File: src/rtl/e1_tx_pkg.sv
// Package e1_tx_pkg
// Holds the default E1 frame geometry and the strobe bundle type
// shared by the decode stage and the top level.
package e1_tx_pkg;
    localparam int BITS_PER_TS  = 8;
    localparam int TS_PER_FRAME = 32;
    localparam int FRAMES_PER_MF = 16;
    localparam int SYNC_STAGES  = 2;
    localparam int SIG_SLOT     = 16;

    typedef struct packed {
        logic intl;
        logic nat;
        logic extra;
        logic sig;
    } e1_strobes_t;
endpackage

File: src/rtl/e1_sync_edge.sv
// Module e1_sync_edge
// Brings an asynchronous level into the clock domain through STAGES
// flops and emits a one-cycle pulse on its rising edge.
// Assumes STAGES >= 2; reset is synchronous and active low.
module e1_sync_edge #(
    parameter int STAGES = 2
) (
    input  logic clk,
    input  logic rst_n,
    input  logic async_in,
    output logic rise_pulse
);
    logic [STAGES-1:0] chain;
    logic              prev;

    // Synchroniser chain plus one delay flop for edge detection.
    always_ff @(posedge clk) begin
        if (!rst_n) begin
            chain <= '0;
            prev  <= 1'b0;
        end else begin
            chain <= {chain[STAGES-2:0], async_in};
            prev  <= chain[STAGES-1];
        end
    end

    // Rising edge of the synchronised level.
    always_comb rise_pulse = chain[STAGES-1] & ~prev;

    // A pulse never lasts two cycles.
    p_pulse_single_r7: assert property (@(posedge clk) disable iff (!rst_n)
        rise_pulse |=> !rise_pulse);
endmodule

File: src/rtl/e1_wrap_counter.sv
// Module e1_wrap_counter
// Modulo-MOD counter with synchronous clear (highest priority) and an
// advance enable; flags the last count so counters can be chained.
// Assumes MOD >= 2.
module e1_wrap_counter #(
    parameter int MOD = 8,
    localparam int W  = (MOD > 2) ? $clog2(MOD) : 1
) (
    input  logic         clk,
    input  logic         rst_n,
    input  logic         clr,
    input  logic         adv,
    output logic [W-1:0] cnt,
    output logic         at_last
);
    // Last-count flag used by the next counter in the chain.
    always_comb at_last = (cnt == W'(MOD - 1));

    // Count register: clear, advance with wrap, or hold.
    always_ff @(posedge clk) begin
        if (!rst_n) begin
            cnt <= '0;
        end else if (clr) begin
            cnt <= '0;
        end else if (adv) begin
            cnt <= at_last ? '0 : cnt + W'(1);
        end
    end

    p_clr_zero_r8: assert property (@(posedge clk) disable iff (!rst_n)
        clr |=> (cnt == '0));
    p_adv_step_r6: assert property (@(posedge clk) disable iff (!rst_n)
        (!clr && adv && !at_last) |=> (cnt == $past(cnt) + W'(1)));
    p_hold_r6: assert property (@(posedge clk) disable iff (!rst_n)
        (!clr && !adv) |=> $stable(cnt));
endmodule

File: src/rtl/e1_tx_decode.sv
// Module e1_tx_decode
// Pure combinational decode of the bit, timeslot and frame counts into
// the timing flags and capture strobes. Bit index 0 is bit 1 of a slot.
module e1_tx_decode
    import e1_tx_pkg::*;
#(
    parameter int BIT_W    = 3,
    parameter int TS_W     = 5,
    parameter int FR_W     = 4,
    parameter int BITS     = 8,
    parameter int SIG_TS   = 16
) (
    input  logic [BIT_W-1:0] bit_idx,
    input  logic [TS_W-1:0]  ts_idx,
    input  logic [FR_W-1:0]  fr_idx,
    input  logic             cas_en,
    input  logic             nat_en,
    output logic             chan_clk,
    output logic             ts16_flag,
    output logic             align_frame,
    output logic             mframe_zero,
    output e1_strobes_t      strobes
);
    localparam int HALF      = BITS / 2;
    localparam int NAT_FIRST = 3;   // bit 4
    localparam int XB_A      = 4;   // bit 5
    localparam int XB_B      = 6;   // bit 7
    localparam int XB_C      = 7;   // bit 8

    logic in_ts0;
    logic extra_pos;

    // Slot-level and frame-level flags.
    always_comb begin
        in_ts0      = (ts_idx == '0);
        chan_clk    = (bit_idx < BIT_W'(HALF));
        ts16_flag   = (ts_idx == TS_W'(SIG_TS));
        align_frame = ~fr_idx[0];
        mframe_zero = (fr_idx == '0);
        extra_pos   = (bit_idx == BIT_W'(XB_A)) || (bit_idx == BIT_W'(XB_B)) ||
                      (bit_idx == BIT_W'(XB_C));
    end

    // Capture strobes for the bit fields of timeslots 0 and 16.
    always_comb begin
        strobes.intl  = in_ts0 && (bit_idx == '0);
        strobes.nat   = nat_en && in_ts0 && fr_idx[0] && (bit_idx >= BIT_W'(NAT_FIRST));
        strobes.extra = cas_en && ts16_flag && mframe_zero && extra_pos;
        strobes.sig   = cas_en && ts16_flag && !mframe_zero;
    end
endmodule

File: src/rtl/e1_tx_timing.sv
// Module e1_tx_timing
// Top of the E1 transmit timing generator: sync edge detectors, the
// bit/timeslot/frame counter chain and the output decode.
// Assumes the sync inputs may be asynchronous; reset is synchronous.
module e1_tx_timing
    import e1_tx_pkg::*;
#(
    parameter int TS_BITS     = BITS_PER_TS,
    parameter int NUM_TS      = TS_PER_FRAME,
    parameter int NUM_FRAMES  = FRAMES_PER_MF,
    parameter int SYNC_DEPTH  = SYNC_STAGES,
    parameter int SIG_TS      = SIG_SLOT
) (
    input  logic clk,
    input  logic rst_n,
    input  logic frame_sync_in,
    input  logic mframe_sync_in,
    input  logic cas_en,
    input  logic nat_en,
    output logic chan_clk,
    output logic ts16_flag,
    output logic align_frame,
    output logic mframe_zero,
    output logic intl_strobe,
    output logic nat_strobe,
    output logic extra_strobe,
    output logic sig_strobe
);
    localparam int BIT_W = $clog2(TS_BITS);
    localparam int TS_W  = $clog2(NUM_TS);
    localparam int FR_W  = $clog2(NUM_FRAMES);

    logic [1:0]       sync_raw;
    logic [1:0]       sync_edge;     // [0] frame, [1] multiframe
    logic             fs_edge, mf_edge, realign;
    logic [BIT_W-1:0] bit_idx;
    logic [TS_W-1:0]  ts_idx;
    logic [FR_W-1:0]  fr_idx;
    logic             bit_last, ts_last, fr_last;
    e1_strobes_t      strobes;

    always_comb sync_raw = {mframe_sync_in, frame_sync_in};

    // One synchroniser and edge detector per sync input.
    for (genvar g = 0; g < 2; g++) begin : g_sync
        e1_sync_edge #(.STAGES(SYNC_DEPTH)) u_edge (
            .clk        (clk),
            .rst_n      (rst_n),
            .async_in   (sync_raw[g]),
            .rise_pulse (sync_edge[g])
        );
    end

    // Re-phase controls for the counter chain.
    always_comb begin
        fs_edge = sync_edge[0];
        mf_edge = sync_edge[1];
        realign = fs_edge | mf_edge;
    end

    e1_wrap_counter #(.MOD(TS_BITS)) u_bit_cnt (
        .clk (clk), .rst_n (rst_n), .clr (realign), .adv (1'b1),
        .cnt (bit_idx), .at_last (bit_last)
    );

    e1_wrap_counter #(.MOD(NUM_TS)) u_ts_cnt (
        .clk (clk), .rst_n (rst_n), .clr (realign), .adv (bit_last),
        .cnt (ts_idx), .at_last (ts_last)
    );

    e1_wrap_counter #(.MOD(NUM_FRAMES)) u_fr_cnt (
        .clk (clk), .rst_n (rst_n), .clr (mf_edge),
        .adv ((bit_last && ts_last) || fs_edge),
        .cnt (fr_idx), .at_last (fr_last)
    );

    e1_tx_decode #(
        .BIT_W (BIT_W), .TS_W (TS_W), .FR_W (FR_W),
        .BITS (TS_BITS), .SIG_TS (SIG_TS)
    ) u_decode (
        .bit_idx     (bit_idx),
        .ts_idx      (ts_idx),
        .fr_idx      (fr_idx),
        .cas_en      (cas_en),
        .nat_en      (nat_en),
        .chan_clk    (chan_clk),
        .ts16_flag   (ts16_flag),
        .align_frame (align_frame),
        .mframe_zero (mframe_zero),
        .strobes     (strobes)
    );

    // Strobe bundle to ports.
    always_comb begin
        intl_strobe  = strobes.intl;
        nat_strobe   = strobes.nat;
        extra_strobe = strobes.extra;
        sig_strobe   = strobes.sig;
    end

    p_strobe_excl_r9: assert property (@(posedge clk) disable iff (!rst_n)
        $onehot0({intl_strobe, nat_strobe, extra_strobe, sig_strobe}));
    p_mf_is_align_r5: assert property (@(posedge clk) disable iff (!rst_n)
        mframe_zero |-> align_frame);
    p_mf_sync_r8: assert property (@(posedge clk) disable iff (!rst_n)
        mf_edge |=> (mframe_zero && intl_strobe));
    p_fs_sync_r7: assert property (@(posedge clk) disable iff (!rst_n)
        (fs_edge && !mf_edge && fr_last) |=> mframe_zero);
    p_wrap_r6: assert property (@(posedge clk) disable iff (!rst_n)
        (!realign && bit_last && ts_last && fr_last) |=> (mframe_zero && intl_strobe));
endmodule

File: config.mk
export PLATFORM = sky130hd
export DESIGN_NAME = e1_tx_timing
export DESIGN_NICKNAME = d
export VERILOG_FILES = /design/src/rtl/e1_tx_pkg.sv /design/src/rtl/e1_sync_edge.sv /design/src/rtl/e1_wrap_counter.sv /design/src/rtl/e1_tx_decode.sv /design/src/rtl/e1_tx_timing.sv
export SDC_FILE = /design/constraint.sdc
export NUM_CORES = 1
export LEC_CHECK = 0
export ABC_CLOCK_PERIOD_IN_PS = 1800
export CAP_MARGIN = 0
export CELL_PAD_IN_SITES_DETAIL_PLACEMENT = 0
export CELL_PAD_IN_SITES_GLOBAL_PLACEMENT = 1
export CORE_UTILIZATION = 38
export DETAILED_ROUTE_END_ITERATION = 8
export PLACE_DENSITY = 0.78
export SLEW_MARGIN = 20
export SYNTH_ARGS = -nofsm -noshare
export SYNTH_HDL_FRONTEND = slang
export SYNTH_SLANG_ARGS = --single-unit
File: constraint.sdc
create_clock -name clk -period 1.8 [get_ports clk]
set_clock_uncertainty 0.15 [all_clocks]
set_input_delay 0.27 -clock clk [delete_from_list [all_inputs] [get_ports clk]]
set_output_delay 0.27 -clock clk [all_outputs]
set_load 0.05 [all_outputs]
==> results.cfg <==
[grt]
global_route.usage.total_pct = 17.1
grt.overflow.total = 0
grt_pass1_vias = 767
grt_pass1_wl_um = 3200
antenna_found_initial = 0
grt_start_max_net_pins = 11

[sta]
fmax_mhz = 463
setup_viol = 4
hold_ws_ns = 0.300
period_share_pct = 120
setup_slack_ns = -0.360
tns_ns = -0.875
slew_violations = 0
tightest_slew_ns = 0.443
period_needed_ns = 2.16
hold_viol = 0
relSlewSlack_pct = 70.3
rsz0062_at_grt = yes

[synth]
synth_seq_area_share_pct = 41.9
synth_top_area_cell = dfxtp_1
synth_compound_area_share_pct = 6.25
async_flop_share_pct = 0
syn_avg_cell_area_um2 = 9.06
synth_edf_count = 0
synth_warnings = 0
synth.area.top_cells = dfxtp_1 (42%), ha_1 (15%), and2_1 (4.4%)
yosysMostFrequentCell = dfxtp_1
synthMuxAreaShare_pct = 2.33
netlist_instances = 95
synth_nets = 111
ys_top_cells_by_count = dfxtp_1 (18), ha_1 (10), nor2_1 (9), inv_1 (8), nand2_1 (8)
synth-seq-cells = 18
synth_top_family_by_area = simple AND/OR/NAND/NOR gates
synthAdderAreaFrac_pct = 14.5
synth_ff_type = dfxtp_1
synth_top_cell_area_share_pct = 41.9
syn-cell-area_um2 = 861
synth_xor_area_share_pct = 3.05
synthSimpleGateAreaFrac_pct = 27.9
ys_types = 26

[route]
wl_per_cell_um = 12.3
num_vias = 761
drt_wl_total_um = 1930
dr.pass1.iters = 4
via_per_inst = 4.85
drc = 0
drtIter0Drc = 6
ant_nets = 0

[place]
hpwl_um = 1370
io_buffers = 13
post-place-cells = 143
routabilityCongestion = 0.790
dp_slack_ns = -0.0422

[worst_setup_path]
r2r-start = u_ts_cnt.cnt[0]
critPathKind = reg -> out
start_kind = flop
startpoint = u_bit_cnt.cnt[0]
cp.required_ns = 1.38
crit_path_end_kind = primary output
crit_arrival_ns = 1.74
crit_fanout = 4

[die]
num_io_pins = 14
fp.dieW_um = 49.6
die_area_um2 = 2460
initial_core_util_pct = 42.2
num_rows = 16
fp.dieH_um = 49.6
coreArea_um2 = 2040

[power]
p_per_area_nw_per_um2 = 560
leakage_nw = 0.579
ir_drop_mv = 0.454

[clock_network]
h-tree-depth = 1
cts-root-buf = clkbuf_4
hold_buffers = 0
cts_buffers = 3
worstSkewPairLatency_ns = 0.30
path_clk_slew_ns = 0.10
cts.path.max_buffers = 2
clock-sinks = 18
cts_tree = done

[finish]
fin_cells = 157
nNetsFinal = 147
area_delta_synth_final_pct = 68.6
n_fill_cell = 162
n_antenna_cell = 0
register_area_um2 = 375
drive_gt1_share_pct = 48.5
multiInputGateArea_um2 = 638

[min_path]
hold_path.class = reg -> reg
min-delay-start = g_sync[0].u_edge.chain[0]

[outcome]
violations = setup timing
outcome = finished, violations left

[job]
maxCapViolations = 0
repair_timing:
action	CTS	global route
resized for setup	12	20
buffers inserted	6	4
pin swaps	5	8
endpoints found under the setup margin	5	10
endpoints found under the hold margin	0	0
through the flow:
step,utilization [%],cell area (um^2),power [mW]
5_1_grt,71.1,1450,0.850
2_1_floorplan,-,941,0.495
4_1_cts,65.7,1340,0.807
3_5_place_dp,59.9,1220,0.548
3_3_place_gp,59.9,1220,0.546
6_report,71.1,1450,0.813
critical path, stage by stage, from the launching register on:
cell and delay, ns:
dfxtp_4 0.38, ha_1 0.24, ha_1 0.19, a211oi_1 0.41, nor3_4 0.07, buf_12 0.16
state kept, by name, indices dropped and copies added (netlist names):
name,flops
u_ts_cnt.cnt,5
g_sync.u_edge.chain,4
u_fr_cnt.cnt,4
u_bit_cnt.cnt,3
g_sync.u_edge.prev,2
cells in the final DEF, fill, tap and decap left out, types with 4 or more instances in the layout:
cell	n
buf_4	20
dfxtp_1	12
nor2_1	7
ha_4	7
and2_1	6
buf_12	6
nand2_1	5
nand3_1	5
clkdlybuf4s50_1	5
nor3_1	4
final cells by class:
type,instances,share of cell area [%]
Multi-Input combinational cell,68,44.0
Sequential cell,18,25.9
Timing Repair Buffer,32,22.8
Clock buffer,4,2.50
Inverter,8,2.50
Tap cell,27,2.33
power by group:
group / total (mW) / internal [mW] / switching (mW)
Clock: 0.254 / 0.123 / 0.131
Combinational: 0.139 / 0.0699 / 0.0696
Sequential: 0.419 / 0.409 / 0.00997
Total: 0.813 / 0.603 / 0.210
final timing paths:
path | end | slack [ns] | depth (start not counted)
setup / recovery | nat_strobe | -0.36 | 5
hold / removal | g_sync[0].u_edge.chain[1] | 0.30 | 1
setup reg to reg | u_ts_cnt.cnt[1] | 0.09 | 8
hold reg to reg | g_sync[0].u_edge.chain[1] | 0.30 | 1
layer usage:
metal | up-vias | wire length [um] | track usage (%)
met4 | 0 | 60 | 8.57
met2 | 18 | 979 | 30.6
met1 | 345 | 828 | 19.4
met5 | - | 0 | 0
li1 | 390 | - | -
met3 | 8 | 64 | 2.47
cell families (layout without fill, tap and decap cells):
group           count (synthesis)  count (layout)
simple gates                   44              44
fa+ha+maj                      10              10
mux                             2               2
xor+xnor                        3               3
compound gates                  9               9
buf+inv                         9              44
flops                          18              18
(Power assumes the default switching activity.)
